===== src/rtl/dram_ctl_pkg.sv =====
package dram_ctl_pkg;
   typedef enum logic [2:0] {
      ST_IDLE = 3'd0,
      ST_ACT  = 3'd1,
      ST_CAS  = 3'd2,
      ST_OPEN = 3'd3,
      ST_PRE  = 3'd4,
      ST_RCAS = 3'd5,
      ST_RRAS = 3'd6
   } seq_state_t;
endpackage


===== src/rtl/dram_refresh_timer.sv =====
module dram_refresh_timer #(
   parameter int REF_W = 16
) (
   input  logic             clk,
   input  logic             rst_n,
   input  logic [REF_W-1:0] cfg_refi,
   input  logic             ref_ack,
   output logic             ref_pend
);
   logic [REF_W-1:0] tick;
   logic [REF_W:0]   tick_inc;
   logic             expire;

   assign tick_inc = {1'b0, tick} + 1'b1;
   assign expire   = tick_inc >= {1'b0, cfg_refi};

   always_ff @(posedge clk or negedge rst_n) begin
      if (!rst_n) begin
         tick     <= '0;
         ref_pend <= 1'b0;
      end else begin
         tick <= expire ? '0 : tick_inc[REF_W-1:0];
         if (expire)
            ref_pend <= 1'b1;
         else if (ref_ack)
            ref_pend <= 1'b0;
      end
   end


   pend_hold_chk: assert property (@(posedge clk) disable iff (!rst_n)
      ref_pend && !ref_ack |=> ref_pend);
endmodule


===== src/rtl/dram_addr_mux.sv =====
module dram_addr_mux #(
   parameter int ROW_W = 11,
   parameter int COL_W = 11,
   localparam int PIN_W = (ROW_W > COL_W) ? ROW_W : COL_W
) (
   input  logic             sel_row,
   input  logic             sel_col,
   input  logic [ROW_W-1:0] row,
   input  logic [COL_W-1:0] col,
   output logic [PIN_W-1:0] pins
);
   logic [PIN_W-1:0] row_ext;
   logic [PIN_W-1:0] col_ext;

   generate
      if (ROW_W == PIN_W) begin : g_row_full
         assign row_ext = row;
      end else begin : g_row_pad
         assign row_ext = {{(PIN_W-ROW_W){1'b0}}, row};
      end
      if (COL_W == PIN_W) begin : g_col_full
         assign col_ext = col;
      end else begin : g_col_pad
         assign col_ext = {{(PIN_W-COL_W){1'b0}}, col};
      end
   endgenerate

   always_comb begin
      pins = '0;
      if (sel_row)      pins = row_ext;
      else if (sel_col) pins = col_ext;
   end
endmodule


===== src/rtl/dram_seq.sv =====
module dram_seq
   import dram_ctl_pkg::*;
#(
   parameter int ROW_W  = 11,
   parameter int COL_W  = 11,
   parameter int DATA_W = 16,
   parameter int CNT_W  = 8,
   localparam int AW = ROW_W + COL_W
) (
   input  logic              clk,
   input  logic              rst_n,
   input  logic [CNT_W-1:0]  cfg_trcd,
   input  logic [CNT_W-1:0]  cfg_tcas,
   input  logic [CNT_W-1:0]  cfg_trp,
   input  logic              req_valid,
   input  logic              req_write,
   input  logic [AW-1:0]     req_addr,
   input  logic [DATA_W-1:0] req_wdata,
   output logic              req_ready,
   input  logic              ref_pend,
   output logic              ref_ack,
   output logic              rd_valid,
   output logic [DATA_W-1:0] rd_data,
   output logic              sel_row,
   output logic              sel_col,
   output logic [ROW_W-1:0]  job_row,
   output logic [COL_W-1:0]  job_col,
   output logic              ras_n,
   output logic              cas_n,
   output logic              we_n,
   output logic              oe_n,
   output logic [DATA_W-1:0] dq_out,
   output logic              dq_oe,
   input  logic [DATA_W-1:0] dq_in
);
   seq_state_t        st, st_nxt;
   logic [CNT_W-1:0]  cnt;
   logic [CNT_W:0]    cnt_inc;
   logic              job_we, job_valid;
   logic [DATA_W-1:0] job_wdata;
   logic [ROW_W-1:0]  open_row, req_row, in_row;
   logic              fire, trcd_done, tcas_done, trp_done;

   assign req_row   = req_addr[AW-1:COL_W];
   assign cnt_inc   = {1'b0, cnt} + 1'b1;
   assign trcd_done = cnt_inc >= {1'b0, cfg_trcd};
   assign tcas_done = cnt_inc >= {1'b0, cfg_tcas};
   assign trp_done  = cnt_inc >= {1'b0, cfg_trp};
   assign req_ready = ((st == ST_IDLE) || (st == ST_OPEN)) && !ref_pend;
   assign fire      = req_valid && req_ready;
   assign in_row    = fire ? req_row : job_row;

   always_comb begin
      st_nxt = st;
      case (st)
         ST_IDLE: if (ref_pend) st_nxt = ST_RCAS;
                  else if (fire) st_nxt = ST_ACT;
         ST_ACT:  if (trcd_done) st_nxt = ST_CAS;
         ST_CAS:  if (tcas_done) st_nxt = ST_OPEN;
         ST_OPEN: if (ref_pend) st_nxt = ST_PRE;
                  else if (fire) st_nxt = (req_row == open_row) ? ST_CAS : ST_PRE;
         ST_PRE:  if (trp_done) begin
                     if (ref_pend)       st_nxt = ST_RCAS;
                     else if (job_valid) st_nxt = ST_ACT;
                     else                st_nxt = ST_IDLE;
                  end
         ST_RCAS: st_nxt = ST_RRAS;
         ST_RRAS: if (tcas_done) st_nxt = ST_PRE;
         default: st_nxt = ST_IDLE;
      endcase
   end

   assign ref_ack = (st_nxt == ST_RCAS) && (st != ST_RCAS);

   always_ff @(posedge clk or negedge rst_n) begin
      if (!rst_n) begin
         st        <= ST_IDLE;
         cnt       <= '0;
         job_we    <= 1'b0;
         job_valid <= 1'b0;
         job_wdata <= '0;
         job_row   <= '0;
         job_col   <= '0;
         open_row  <= '0;
         rd_valid  <= 1'b0;
         rd_data   <= '0;
      end else begin
         st       <= st_nxt;
         cnt      <= (st_nxt != st) ? '0 : cnt_inc[CNT_W-1:0];
         rd_valid <= 1'b0;
         if (fire) begin
            job_we    <= req_write;
            job_valid <= 1'b1;
            job_wdata <= req_wdata;
            job_row   <= req_row;
            job_col   <= req_addr[COL_W-1:0];
         end
         if (st_nxt == ST_ACT && st != ST_ACT)
            open_row <= in_row;
         if (st == ST_CAS && st_nxt == ST_OPEN) begin
            job_valid <= 1'b0;
            if (!job_we) begin
               rd_valid <= 1'b1;
               rd_data  <= dq_in;
            end
         end
      end
   end

   assign ras_n   = !((st == ST_ACT) || (st == ST_CAS) || (st == ST_OPEN) || (st == ST_RRAS));
   assign cas_n   = !((st == ST_CAS) || (st == ST_RCAS) || (st == ST_RRAS));
   assign we_n    = !((st == ST_CAS) && job_we);
   assign oe_n    = !((st == ST_CAS) && !job_we);
   assign dq_oe   = (st == ST_CAS) && job_we;
   assign dq_out  = job_wdata;
   assign sel_row = (st == ST_ACT);
   assign sel_col = (st == ST_CAS);

   // strobe spacing observers for the checks below
   logic [CNT_W:0] ras_hi_cnt, ras_lo_cnt;
   always_ff @(posedge clk or negedge rst_n) begin
      if (!rst_n) begin
         ras_hi_cnt <= '1;
         ras_lo_cnt <= '0;
      end else begin
         ras_hi_cnt <= !ras_n ? '0 : ((&ras_hi_cnt) ? ras_hi_cnt : ras_hi_cnt + 1'b1);
         ras_lo_cnt <=  ras_n ? '0 : ((&ras_lo_cnt) ? ras_lo_cnt : ras_lo_cnt + 1'b1);
      end
   end


   precharge_time_chk: assert property (@(posedge clk) disable iff (!rst_n)
      $fell(ras_n) |-> ras_hi_cnt >= {1'b0, cfg_trp});

   ras_to_cas_chk: assert property (@(posedge clk) disable iff (!rst_n)
      $fell(cas_n) && !ras_n |-> ras_lo_cnt >= {1'b0, cfg_trcd});

   we_oe_excl_chk: assert property (@(posedge clk) disable iff (!rst_n)
      we_n || oe_n);

   rd_after_oe_chk: assert property (@(posedge clk) disable iff (!rst_n)
      rd_valid |-> !$past(oe_n));
endmodule


===== src/rtl/dram_ctrl.sv =====
module dram_ctrl #(
   parameter int ROW_W  = 11,
   parameter int COL_W  = 11,
   parameter int DATA_W = 16,
   parameter int CNT_W  = 8,
   parameter int REF_W  = 16,
   localparam int AW    = ROW_W + COL_W,
   localparam int PIN_W = (ROW_W > COL_W) ? ROW_W : COL_W
) (
   input  logic              clk,
   input  logic              rst_n,
   input  logic [CNT_W-1:0]  cfg_trcd,
   input  logic [CNT_W-1:0]  cfg_tcas,
   input  logic [CNT_W-1:0]  cfg_trp,
   input  logic [REF_W-1:0]  cfg_refi,
   input  logic              req_valid,
   output logic              req_ready,
   input  logic              req_write,
   input  logic [AW-1:0]     req_addr,
   input  logic [DATA_W-1:0] req_wdata,
   output logic              rd_valid,
   output logic [DATA_W-1:0] rd_data,
   output logic [PIN_W-1:0]  dram_addr,
   output logic              dram_ras_n,
   output logic              dram_cas_n,
   output logic              dram_we_n,
   output logic              dram_oe_n,
   output logic [DATA_W-1:0] dram_dq_out,
   output logic              dram_dq_oe,
   input  logic [DATA_W-1:0] dram_dq_in
);
   generate
      if (ROW_W < 1 || COL_W < 1) begin : g_bad_addr
         $error("dram_ctrl: row and column widths must be positive");
      end
      if (CNT_W < 2 || REF_W < 2) begin : g_bad_cnt
         $error("dram_ctrl: counter widths must be at least 2");
      end
      if (DATA_W < 1) begin : g_bad_data
         $error("dram_ctrl: data width must be positive");
      end
   endgenerate

   logic             ref_pend, ref_ack, sel_row, sel_col;
   logic [ROW_W-1:0] job_row;
   logic [COL_W-1:0] job_col;

   dram_refresh_timer #(.REF_W(REF_W)) u_timer (
      .clk(clk), .rst_n(rst_n), .cfg_refi(cfg_refi),
      .ref_ack(ref_ack), .ref_pend(ref_pend)
   );

   dram_seq #(.ROW_W(ROW_W), .COL_W(COL_W), .DATA_W(DATA_W), .CNT_W(CNT_W)) u_seq (
      .clk(clk), .rst_n(rst_n),
      .cfg_trcd(cfg_trcd), .cfg_tcas(cfg_tcas), .cfg_trp(cfg_trp),
      .req_valid(req_valid), .req_write(req_write), .req_addr(req_addr),
      .req_wdata(req_wdata), .req_ready(req_ready),
      .ref_pend(ref_pend), .ref_ack(ref_ack),
      .rd_valid(rd_valid), .rd_data(rd_data),
      .sel_row(sel_row), .sel_col(sel_col), .job_row(job_row), .job_col(job_col),
      .ras_n(dram_ras_n), .cas_n(dram_cas_n), .we_n(dram_we_n), .oe_n(dram_oe_n),
      .dq_out(dram_dq_out), .dq_oe(dram_dq_oe), .dq_in(dram_dq_in)
   );

   dram_addr_mux #(.ROW_W(ROW_W), .COL_W(COL_W)) u_amux (
      .sel_row(sel_row), .sel_col(sel_col),
      .row(job_row), .col(job_col), .pins(dram_addr)
   );


   cbr_no_write_chk: assert property (@(posedge clk) disable iff (!rst_n)
      $fell(dram_cas_n) && dram_ras_n |-> dram_we_n && !dram_dq_oe);
endmodule


===== config.mk =====
export PLATFORM = sky130hd
export DESIGN_NAME = dram_ctrl
export DESIGN_NICKNAME = d
export VERILOG_FILES = /design/src/rtl/dram_ctl_pkg.sv /design/src/rtl/dram_refresh_timer.sv /design/src/rtl/dram_addr_mux.sv /design/src/rtl/dram_seq.sv /design/src/rtl/dram_ctrl.sv
export SDC_FILE = /design/constraint.sdc
export NUM_CORES = 1
export LEC_CHECK = 0
export BUFFER_PORTS_ARGS = -buffer_cell sky130_fd_sc_hd__buf_2
export CORE_MARGIN = 8
export CORE_UTILIZATION = 50
export DETAILED_ROUTE_END_ITERATION = 16
export PLACE_DENSITY = 0.85
export SLEW_MARGIN = 20
export SYNTH_ARGS = -nofsm -noshare
export SYNTH_HDL_FRONTEND = slang
export SYNTH_SLANG_ARGS = --single-unit

===== constraint.sdc =====
create_clock -name clk -period 3.7 [get_ports clk]
set_clock_uncertainty 0.1 [all_clocks]
set_input_delay 0.37 -clock clk [delete_from_list [all_inputs] [get_ports clk]]
set_output_delay 0.37 -clock clk [all_outputs]
set_load 0.1 [all_outputs]

==> results by group, run 1 <==
Run status
  – Status: completed

Power and ir drop
  – NetSw: 3.10 mW
  – Int Pwr: 2.71 mW
  – Total power: 5.81 mW
  – Pwr dens: 883 nW/µm²
  – Peak VDD IR: about 760 µV
  – Lkg Pwr: 3.47 nW
  – Logic pwr share: a little under three fifths
  – Clock share of power: 14.2%
  – Sw frac: 53.3%
  – Sequential Power Share: 28.8%

Synthesis
  – Avg Cell Area, Syn: approximately 11 µm²
  – Synthesized area: 5410 µm²
  – Number of synthesis warnings: 0
  – Synth Register Bits: 96
  – Ys flop type: dfrtp_1
  – Syn Inst Count: 495
  – Syn_nets: ~640
  – Seq/Total Area, Yosys: 44.4%
  – EDFF count, synth: 0
  – Async S/R FF share, synth: 100%
  – Synth cell types: 54

Worst setup path
  – CP Class: reg2reg
  – CP startpoint: u_seq.cnt[0]$_DFF_PN0_
  – Critical path capture point type: flop
  – RR Startpoint: u_seq.cnt[0]$_DFF_PN0_
  – CP Launch Type: flop
  – Crit path DAT: 3.65 ns
  – Critical path required time: between 3 and 4 ns
  – Crit-path max FO: 11

Drt
  – DRT Wirelength: 13,100 µm
  – First-pass detailed-route iteration total: 4
  – Vias: 4,228
  – Routed WL per cell: 16.5 µm
  – Antenna Nets Post-Route: 0
  – Post-DR vias/cell: 5.35
  – # DRC: 0
  – First DRT Iteration DRCs: around 200

Floorplanning
  – Initial Utilization: 50.6%
  – Cell row count: 38
  – Top-level I/O count: between 100 and 150
  – Core Footprint: ~11,000 µm²
  – Die Height: between 100 and 150 µm
  – Die ar.: 14,400 µm²
  – Die X: between 100 and 150 µm

CTS
  – Maximum root-to-sink buffer count: 2
  – Num CTS Buffers: 9
  – Setup Fix Bufs, Post-CTS: 0
  – Clk pin slew, worst setup/hold paths: 0.10 ns
  – CTS tree: built
  – Clock sink count: 96
  – Clock root buffer: clkbuf_8
  – CTS H-Tree Depth: 3
  – Worst-Skew Late Latency: between 0.3 and 0.4 ns
  – CTS Hold Buffers Added: 0

Layout
  – Most frequent cells in the layout: 146 x buf_2, 96 x dfrtp_1, 50 x inv_1
  – Ant diodes: 0
  – Layout cells sized above 1: 32.9%
  – Layout Cells excl Fill: 791
  – Filler Cells Inserted: ~880
  – Final nets: slightly below 800
  – Area Growth Syn to Fin: 21.5%
  – Commonest non-fill, non-tap cell in the layout: buf_2

Placement
  – # port buffers: 147
  – DP HPWL: 10,300 µm
  – RD Place Congestion: 0.864
  – Placed Cells: 775

Global routing
  – Largest net degree at the start of global routing: 79
  – Vias in the first global route: about 4,500
  – Initial antenna violation count: 1
  – First-pass GRT wire length: ~22,000 µm
  – Gr ovfl total: 0
  – Total GRT Usage: 18.2%

Timing
  – Hold Fails Final Rpt: 0
  – Slew Limit Fails: 0
  – Tcrit/Tclk final: 94.5%
  – Hold_ws: 0.0582 ns
  – Sum Neg Setup Slack: 0 ns
  – Max-slew headroom: a little over a third
  – Achievable Freq: 286 MHz
  – Min cycle time layout: around 3.5 ns
  – Final setup violation count: 0
  – RSZ-0062 raised after global routing: no
  – Actual slew at the worst max-slew pin: 0.972 ns

Run
  – MaxCap Viol Count: 0

Worst hold path
  – Hold crit path type: in2async
==> flip-flops by register name, indices dropped and copies added (netlist names) <==
name and cells:
u_seq.dq_out 16, u_seq.rd_data 16, u_timer.tick 16, u_seq.job_col 11, u_seq.job_row 11, u_seq.open_row 11, u_seq.cnt 8, u_seq.st 3
u_seq.job_valid 1, u_seq.job_we 1, u_seq.rd_valid 1, u_timer.ref_pend 1
==> final cells by class <==
cell class	count	area [µm²]	area share (%)
sequential	96	2400	36.5
clock buffer	10	128	1.94
multi-input combinational	333	2760	42.0
timing repair buffer	156	806	12.3
inverter	50	188	2.85
clock inverter	6	115	1.75
tap	140	175	2.66
==> logic make-up (layout without fill, tap and decap cells) <==
family          after synthesis  in the layout  share of synthesized area [%]
xor+xnor                     31             31                           5.02
flops                        96             96                           44.4
fa+ha+maj                    42             42                           9.71
compound gates               70             70                           9.04
mux                          66             66                           14.4
simple gates                124            124                           12.5
buf+inv                      66            222                           4.90
==> path summary, 6_finish.rpt <==
path / end / slack [ns] / cells after the start
worst max-delay path: u_seq.open_row[0]$_DFFE_PN0P_ / 0.20 / 11
worst min-delay path: u_seq.dq_out[6]$_DFFE_PN0P_ / 0.06 / 1
worst max register to register: u_seq.open_row[0]$_DFFE_PN0P_ / 0.20 / 11
worst min register to register: u_seq.rd_data[5]$_DFFE_PN0P_ / 0.39 / 1
max in group asynchronous: u_seq.dq_out[10]$_DFFE_PN0P_ / 2.63 / 2
min in group clk: u_seq.rd_data[3]$_DFFE_PN0P_ / 0.12 / 2
==> synth_stat cells (2+ instances only) <==
library cell	count	area, µm²
a211oi_1	5	37.5
a211oi_2	2	25.0
a21oi_1	13	65.1
a22oi_1	11	82.6
and2_1	2	12.5
and3_1	2	12.5
and4_1	2	17.5
buf_2	8	40.0
clkbuf_1	6	22.5
dfrtp_1	96	2400
ha_1	42	526
inv_1	50	188
mux2_1	36	405
mux2_2	20	225
mux2_4	10	150
nand2_1	22	82.6
nand3_1	16	80.1
nand4_1	8	50.1
nor2_1	30	113
nor2b_1	11	68.8
nor3_1	3	15.0
nor3_2	2	20.0
nor3b_1	15	113
o21a_1	2	15.0
o21ai_0	13	65.1
o21ai_1	5	25.0
o31a_1	3	26.3
o31ai_1	2	15.0
or3_1	4	25.0
xnor2_1	23	201
xor2_1	8	70.1
==> power by group through the flow <==
stage / Combinational [mW] / Clock [mW] / Sequential, mW
3_3_place_gp: 3.27 / 0 / 1.66
5_1_grt: 3.49 / 0.883 / 1.72
4_1_cts: 3.34 / 0.848 / 1.67
3_5_place_dp: 3.33 / 0 / 1.69
6_report: 3.31 / 0.824 / 1.67
2_1_floorplan: 1.89 / 0 / 2.50
==> worst max-delay path, cell delays in order, from the launching register on <==
cell	delay (ns)
dfrtp_1	0.45
nand3_1	0.18
nor2_1	0.15
xor2_1	0.37
ha_1	0.34
a211oi_2	0.26
o221ai_2	0.15
a21oi_1	0.21
o2111a_1	0.26
nor3_2	0.08
or3_4	0.51
mux2_1	0.34
==> stage by stage <==
step / instance area (µm²) / worst slack (ns) / util (%)
floorplan: 5420 / 0.507 / -
global placement: 6330 / 0.277 / 59.2
detailed placement: 6330 / 0.187 / 59.2
CTS: 6570 / 0.159 / 61.4
global route: 6580 / 0.000280 / 61.5
finish: 6580 / 0.202 / 61.5
==> per-layer routing <==
layer	share of wire (%)	GRT usage, %	vias up
li1	-	-	2027
met1	42	22.2	2039
met2	49	30.8	147
met3	7.4	5.45	13
met4	0.99	4.76	2
met5	0.076	0	-
==> timing repair <==
item	4_1_cts	5_1_grt
resized for setup	0	1
hold endpoints to repair	0	0
endpoints found under the setup margin	0	19
(Power assumes the default switching activity.)
==> run 2: changes to the inputs <==
--- a/config.mk
+++ b/config.mk
@@ -13,4 +13,5 @@
 export SLEW_MARGIN = 20
 export SYNTH_ARGS = -nofsm -noshare
 export SYNTH_HDL_FRONTEND = slang
+export SYNTH_HIERARCHICAL = 1
 export SYNTH_SLANG_ARGS = --single-unit
==> results by group, run 2 <==
Synthesis
  – Most frequent cell after synthesis: dfrtp_1 (unchanged)
  – Avg Cell Area, Syn: 11.0 µm² (was 10.9 µm²)
  – Share of the synthesized area in the top cell type: 44.0% (was 44.4%)
  – Seq/Total Area, Yosys: 44.0% (was 44.4%)
  – Post-synth top cells: 96 x dfrtp_1, 56 x mux2_2, 42 x ha_1 (was 96 x dfrtp_1, 50 x inv_1, 42 x ha_1)
  – Async S/R FF share, synth: 100% (unchanged)
  – Synth Register Bits: 96 (unchanged)
  – Synth cell types: 63 (was 54)
  – Synth top area cells: dfrtp_1 44%, mux2_2 12%, ha_1 9.6% (was dfrtp_1 44%, ha_1 9.7%, mux2_1 7.5%)
  – Ys flop type: dfrtp_1 (unchanged)
  – Most area-hungry cell type in the Yosys netlist: dfrtp_1 (unchanged)
  – EDFF count, synth: 0 (unchanged)
  – Syn Inst Count: 497 (was 495)
  – Synthesized area: 5460 µm² (was 5410 µm²)
  – Syn_nets: 637 (was 635)
  – Number of synthesis warnings: 6 (was 0)

Floorplanning
  – Die X: 121 µm (was 120 µm)
  – Core Footprint: 10,700 µm² (about the same)
  – Initial Utilization: 50.8% (was 50.6%)
  – Die Height: 121 µm (was 120 µm)
  – Top-level I/O count: 148 (unchanged)
  – Cell row count: 38 (unchanged)
  – Die ar.: 14,500 µm² (was 14,400 µm²)

Worst setup path
  – Crit path DAT: 3.58 ns (was 3.65 ns)
  – Worst path top cell family by delay: compound AO/OA/AOI/OAI gates (was simple AND/OR/NAND/NOR gates)
  – CP Launch Type: flop (unchanged)
  – Crit-path max FO: 11 (unchanged)
  – Critical path capture point type: flop (unchanged)
  – Critical path required time: 3.84 ns (was 3.85 ns)
  – Critical-path top delay cell: dfrtp_1 (was or3_4)
  – Cell mode on critical path: ha_1
  – Largest stage delay, worst path: 0.46 ns (was 0.51 ns)
  – CP cell instances: ha_1, nand3_1, xnor2_1, ha_1, a21boi_0, o311a_1, nor3_4, a21oi_2, a211oi_4, buf_4, mux2_2 (was nand3_1, nor2_1, xor2_1, ha_1, a211oi_2, o221ai_2, a21oi_1, o2111a_1, nor3_2, or3_4, mux2_1)
  – CP bufs+invs: 1 (was 0)
  – CP Class: reg2reg (unchanged)

Timing
  – Final setup violation count: 0 (unchanged)
  – Hold Fails Final Rpt: 0 (unchanged)
  – RSZ-0062 raised after global routing: no (unchanged)
  – Max-slew headroom: 50.6% (was 35.2%)
  – Tcrit/Tclk final: 93.1% (was 94.5%)
  – Actual slew at the worst max-slew pin: 0.739 ns (was 0.972 ns)
  – Min cycle time layout: 3.44 ns (was 3.50 ns)
  – Slew Limit Fails: 0 (unchanged)
  – Sum Neg Setup Slack: 0 ns (unchanged)
  – Achievable Freq: 290 MHz (was 286 MHz)

CTS
  – Maximum root-to-sink buffer count: 2 (unchanged)
  – CTS H-Tree Depth: 3 (unchanged)
  – Clock sink count: 96 (unchanged)
  – Clock root buffer: clkbuf_8 (unchanged)
  – Clk pin slew, worst setup/hold paths: 0.10 ns (about the same)
  – Num CTS Buffers: 9 (unchanged)
  – CTS tree: built (unchanged)
  – Setup Fix Bufs, Post-CTS: 0 (unchanged)
  – Worst-Skew Late Latency: 0.35 ns (was 0.36 ns)

Layout
  – Ant diodes: 0 (unchanged)
  – Most frequent cells in the layout: 146 x buf_2, 96 x dfrtp_1, 56 x mux2_2 (was 146 x buf_2, 96 x dfrtp_1, 50 x inv_1)
  – Area Growth Syn to Fin: 20.7% (was 21.5%)
  – Layout cells sized above 1: 39.2% (was 32.9%)
  – Multi-input gate area: 2840 µm² (was 2760 µm²)
  – Final nets: 791 (was 786)
  – Storage element area: 2400 µm² (unchanged)
  – Final Util: 61.4% (was 61.5%)
  – Filler Cells Inserted: 920 (was 884)
  – Commonest non-fill, non-tap cell in the layout: buf_2 (unchanged)

Drt
  – Antenna Nets Post-Route: 0 (unchanged)
  – Post-DR vias/cell: 5.27 (was 5.35)
  – Routed WL per cell: 15.9 µm (was 16.5 µm)
  – First DRT Iteration DRCs: 199 (was 203)
  – Vias: 4,194 (was 4,228)
  – DRT Wirelength: 12,700 µm (was 13,100 µm)
  – # DRC: 0 (unchanged)
  – First-pass detailed-route iteration total: 4 (unchanged)

Placement
  – # port buffers: 147 (unchanged)
  – DP HPWL: 9870 µm (was 10,300 µm)
  – RD Place Congestion: 0.858 (was 0.864)

Power and ir drop
  – Pwr dens: 886 nW/µm² (was 883 nW/µm²)
  – Peak VDD IR: 794 µV (was 755 µV)
  – Total power: 5.84 mW (was 5.81 mW)
  – Lkg Pwr: 3.53 nW (was 3.47 nW)

Global routing
  – First-pass GRT wire length: 21,300 µm (was 21,700 µm)
  – Initial antenna violation count: 0 (was 1)
  – Total GRT Usage: 17.6% (was 18.2%)
  – Vias in the first global route: 4,520 (was 4,518)
  – Gr ovfl total: 0 (unchanged)
  – Largest net degree at the start of global routing: 82 (was 79)

Worst hold path
  – Hold crit path type: in2reg (was in2async)

Run status
  – Status: completed (unchanged)

Run
  – MaxCap Viol Count: 0 (unchanged)
run 2: cell count changes after synthesis, moves of 7 or more:
| cell | previous run | this run |
|---|---|---|
| a22o_1 | 0 | 9 |
| nand2_1 | 22 | 41 |
| a22oi_1 | 11 | 1 |
| nor2b_1 | 11 | 4 |
| mux2_1 | 36 | 0 |
| o21ai_0 | 13 | 6 |
| xor2_1 | 8 | 24 |
| nor3b_1 | 15 | 1 |
| xnor2_1 | 23 | 7 |
| nor3_1 | 3 | 12 |
| inv_1 | 50 | 41 |
| mux2_2 | 20 | 56 |
run 2: kinds of logic after synthesis:
logic type	Yosys count	synth area share [%]
AND/OR/NAND/NOR	145	13.9
flip-flops	96	44.0
multiplexers	66	14.3
AO/OA/AOI/OAI	62	8.62
buffers and inverters	55	4.56
adder cells (fa/ha/maj)	42	9.62
XOR/XNOR	31	4.97
run 2: metal layers:
layer | vias to the layer above | GRT usage, % | part of all wire (%)
met5 | - | 0 | 0
met2 | 114 | 30.0 | 51
met4 | 0 | 5.46 | 1.2
met3 | 10 | 4.99 | 6.9
met1 | 2017 | 21.1 | 41
li1 | 2053 | - | -
run 2: path summary, 6_finish.rpt:
| check | startpoint | endpoint | slack, ns | cells after the start |
|---|---|---|---|---|
| min in group asynchronous | rst_n | u_seq/job_col[0]$_DFFE_PN0P_ | 0.53 | 2 |
| worst max-delay path | u_seq/cnt[0]$_DFF_PN0_ | u_seq/open_row[10]$_DFFE_PN0P_ | 0.26 | 11 |
| worst min register to register | u_seq/dq_out[5]$_DFFE_PN0P_ | u_seq/dq_out[5]$_DFFE_PN0P_ | 0.41 | 1 |
| worst max register to register | u_seq/cnt[0]$_DFF_PN0_ | u_seq/open_row[10]$_DFFE_PN0P_ | 0.26 | 11 |
| worst min-delay path | dram_dq_in[14] | u_seq/rd_data[14]$_DFFE_PN0P_ | 0.14 | 2 |
| max in group asynchronous | rst_n | u_timer/tick[13]$_DFF_PN0_ | 2.24 | 3 |
run 2: layout make-up:
cell class | count | area share [%]
tap | 140 | 2.66
clock inverter | 5 | 0.968
sequential | 96 | 36.4
timing repair buffer | 157 | 12.4
clock buffer | 11 | 2.14
multi-input combinational | 346 | 43.0
inverter | 41 | 2.33
run 2: per-stage QoR:
stage          setup slack [ns]  cell area, µm²  instances  hold slack [ns]
3_5_place_dp              0.241            6360        779            0.388
3_3_place_gp              0.366            6360        779            0.382
2_1_floorplan             0.191            5470        497          -0.0256
4_1_cts                   0.215            6560        795            0.103
5_1_grt                  0.0723            6590        796            0.110
6_report                  0.255            6590        796            0.142
run 2: where the power goes:
group / leakage (nW) / internal, mW / total, mW / switching, mW
sequential: 1.21 / 1.43 / 1.72 / 0.291
clock: 0.100 / 0.336 / 0.696 / 0.360
combinational: 2.21 / 0.997 / 3.43 / 2.43
run 2: timing repair:
| item | in CTS | in global routing |
|---|---|---|
| endpoints found under the setup margin | 0 | 8 |
| hold buffers | 0 | 1 |
| hold endpoints to repair | 0 | 26 |
| gates resized for setup | 0 | 2 |
==> run 3: changes to the inputs <==
--- a/config.mk
+++ b/config.mk
@@ -6,10 +6,12 @@
 export NUM_CORES = 1
 export LEC_CHECK = 0
 export BUFFER_PORTS_ARGS = -buffer_cell sky130_fd_sc_hd__buf_2
+export CORE_ASPECT_RATIO = 1.75
 export CORE_MARGIN = 8
 export CORE_UTILIZATION = 50
 export DETAILED_ROUTE_END_ITERATION = 16
 export PLACE_DENSITY = 0.85
+export RECOVER_POWER = 100
 export SLEW_MARGIN = 20
 export SYNTH_ARGS = -nofsm -noshare
 export SYNTH_HDL_FRONTEND = slang
==> results by group, run 3 (synthesis results as in run 2) <==
Floorplanning
  – Cell row count: 50 (was 38)
  – Die ar.: 14,700 µm² (was 14,500 µm²)
  – Die X: 95.0 µm (was 121 µm)
  – Core Footprint: 10,700 µm² (about the same)
  – Initial Utilization: 51.0% (was 50.8%)
  – Top-level I/O count: 148 (unchanged)
  – Die Height: 154 µm (was 121 µm)

Power and ir drop
  – Lkg Pwr: 3.37 nW (was 3.53 nW)
  – Peak VDD IR: 1180 µV (was 794 µV)
  – Total power: 5.96 mW (was 5.84 mW)
  – Pwr dens: 912 nW/µm² (was 886 nW/µm²)

Drt
  – Vias: 4,231 (was 4,194)
  – DRT Wirelength: 14,000 µm (was 12,700 µm)
  – Routed WL per cell: 17.8 µm (was 15.9 µm)
  – First DRT Iteration DRCs: 157 (was 199)
  – # DRC: 0 (unchanged)
  – First-pass detailed-route iteration total: 4 (unchanged)
  – Post-DR vias/cell: 5.38 (was 5.27)
  – Antenna Nets Post-Route: 0 (unchanged)

Timing
  – Actual slew at the worst max-slew pin: 1.88 ns (was 0.739 ns)
  – Hold_ws: 0.159 ns (was 0.142 ns)
  – Final setup violation count: 0 (unchanged)
  – Slew Limit Fails: 77 (was 0)
  – Min cycle time layout: 3.52 ns (was 3.44 ns)
  – Achievable Freq: 284 MHz (was 290 MHz)
  – Max-slew headroom: -25.2% (was 50.6%)
  – Sum Neg Setup Slack: 0 ns (unchanged)
  – RSZ-0062 raised after global routing: no (unchanged)
  – Tcrit/Tclk final: 95.2% (was 93.1%)
  – Hold Fails Final Rpt: 0 (unchanged)

Global routing
  – Initial antenna violation count: 1 (was 0)
  – Total GRT Usage: 19.6% (was 17.6%)
  – Vias in the first global route: 4,832 (was 4,520)
  – Busiest layer in global routing: met2 (unchanged)
  – Largest net degree at the start of global routing: 77 (was 82)
  – Global Route met1 Usage: 20.3% (was 21.1%)
  – Met2 GRT Util: 35.6% (was 30.0%)
  – First-pass GRT wire length: 22,800 µm (was 21,300 µm)
  – Gr ovfl total: 0 (unchanged)
  – Met3 Track Usage GR: 4.70% (was 4.99%)

CTS
  – Clock sink count: 96 (unchanged)
  – Maximum root-to-sink buffer count: 2 (unchanged)
  – Num CTS Buffers: 9 (unchanged)
  – CTS Hold Buffers Added: 0 (unchanged)
  – Clock root buffer: clkbuf_16 (was clkbuf_8)
  – Worst-Skew Late Latency: 0.34 ns (was 0.35 ns)
  – Clk pin slew, worst setup/hold paths: 0.07 ns (was 0.10 ns)
  – CTS tree: built (unchanged)
  – CTS H-Tree Depth: 3 (unchanged)

Run status
  – Failing checks: capacitance limit, slew limit
  – Status: finished, violations left (was completed)

Layout
  – Layout Cells excl Fill: 786 (was 796)
  – Layout cells sized above 1: 29.7% (was 39.2%)
  – Area Growth Syn to Fin: 19.8% (was 20.7%)
  – Final nets: 789 (was 791)
  – Most frequent cells in the layout: 96 x buf_2, 96 x dfrtp_1, 49 x mux2_2 (was 146 x buf_2, 96 x dfrtp_1, 56 x mux2_2)

Worst setup path
  – Critical path capture point type: flop (unchanged)
  – Crit path DAT: 3.64 ns (was 3.58 ns)
  – CP Launch Type: flop (unchanged)
  – CP cell instances: ha_1, nand3_1, xnor2_1, ha_1, a21boi_0, o311a_1, nor3_4, a21oi_2, a211oi_4, buf_12, mux2_1 (was ha_1, nand3_1, xnor2_1, ha_1, a21boi_0, o311a_1, nor3_4, a21oi_2, a211oi_4, buf_4, mux2_2)
  – R2R Setup Slk: 0.18 ns (was 0.26 ns)
  – Cell mode on critical path: ha_1 (unchanged)
  – End of the critical path: u_seq/open_row[8]$_DFFE_PN0P_ (was u_seq/open_row[10]$_DFFE_PN0P_)
  – CP Class: reg2reg (unchanged)
  – Worst path top cell family by delay: compound AO/OA/AOI/OAI gates (unchanged)
  – Worst Reg-to-Reg Cells: 11 (unchanged)
  – RR Startpoint: u_seq/cnt[0]$_DFF_PN0_ (unchanged)
  – Critical path required time: 3.82 ns (was 3.84 ns)
  – CP bufs+invs: 1 (unchanged)
  – Largest stage delay, worst path: 0.48 ns (was 0.46 ns)
  – Worst reg2reg endpoint: u_seq/open_row[8]$_DFFE_PN0P_ (was u_seq/open_row[10]$_DFFE_PN0P_)
  – Crit-path max FO: 11 (unchanged)
  – Critical-path top delay cell: dfrtp_1 (unchanged)
  – Critical path depth: 11 (unchanged)
  – CP startpoint: u_seq/cnt[0]$_DFF_PN0_ (unchanged)

Placement
  – DP HPWL: 11,000 µm (was 9870 µm)
  – # port buffers: 147 (unchanged)
  – Placed Cells: 768 (was 779)
  – RD Place Congestion: 0.890 (was 0.858)

Run
  – MaxCap Viol Count: 1 (was 0)

Worst hold path
  – Min-Delay Startpoint: req_wdata[14] (was dram_dq_in[14])
  – Hold crit path type: in2reg (unchanged)
[run 3: layout make-up]
cell class	instances	area, µm²
repair buffers	155	747
clock buffers	10	239
well taps	130	163
fillers	907	4160
clock inverters	6	48.8
flip-flops and latches	96	2400
inverters	41	154
multi-input cells	346	2780
diodes	2	5.00
[run 3: layer usage]
layer | up-vias | wire length (µm)
met1 | 2029 | 5090
met2 | 128 | 7630
li1 | 2042 | -
met5 | - | 0
met3 | 32 | 825
met4 | 0 | 418
[run 3: worst min path at each step]
stage	slack (ns)	end	cells past startpoint
after floorplan	-0.03	u_seq/cnt[0]$_DFF_PN0_	0
after CTS	0.11	u_seq/job_col[4]$_DFFE_PN0P_	1
final	0.16	u_seq/dq_out[14]$_DFFE_PN0P_	2
after global placement	0.38	u_seq/dq_out[6]$_DFFE_PN0P_	1
after detailed placement	0.39	u_seq/rd_data[8]$_DFFE_PN0P_	1
after global routing	0.15	u_seq/dq_out[5]$_DFFE_PN0P_	2
[run 3: timing repair]
action                     CTS  global route
setup buffers                0             0
gates resized for setup      0             1
setup endpoints to repair    0            11
[run 3: worst reg2reg max path, cell delays in order (launching register included)]
cell and delay (ns):
dfrtp_1 0.48, ha_1 0.28, nand3_1 0.12, xnor2_1 0.43, ha_1 0.34, a21boi_0 0.15, o311a_1 0.38, nor3_4 0.22
a21oi_2 0.08, a211oi_4 0.29, buf_12 0.18, mux2_1 0.35
[run 3: where the power goes]
| part | leakage [nW] | switching, mW | internal (mW) | total [mW] |
|---|---|---|---|---|
| Combinational | 2.01 | 2.47 | 0.875 | 3.34 |
| Clock | 0.144 | 0.411 | 0.484 | 0.895 |
| Sequential | 1.21 | 0.294 | 1.43 | 1.73 |
[run 3: through the flow]
step / instance area (µm²) / utilization, % / setup slack, ns
after floorplan: 5470 / - / 0.191
after global placement: 6350 / 59.4 / 0.252
after detailed placement: 6350 / 59.4 / 0.162
after CTS: 6640 / 62.0 / 0.138
after global routing: 6540 / 61.1 / 0.0224
final: 6540 / 61.1 / 0.176
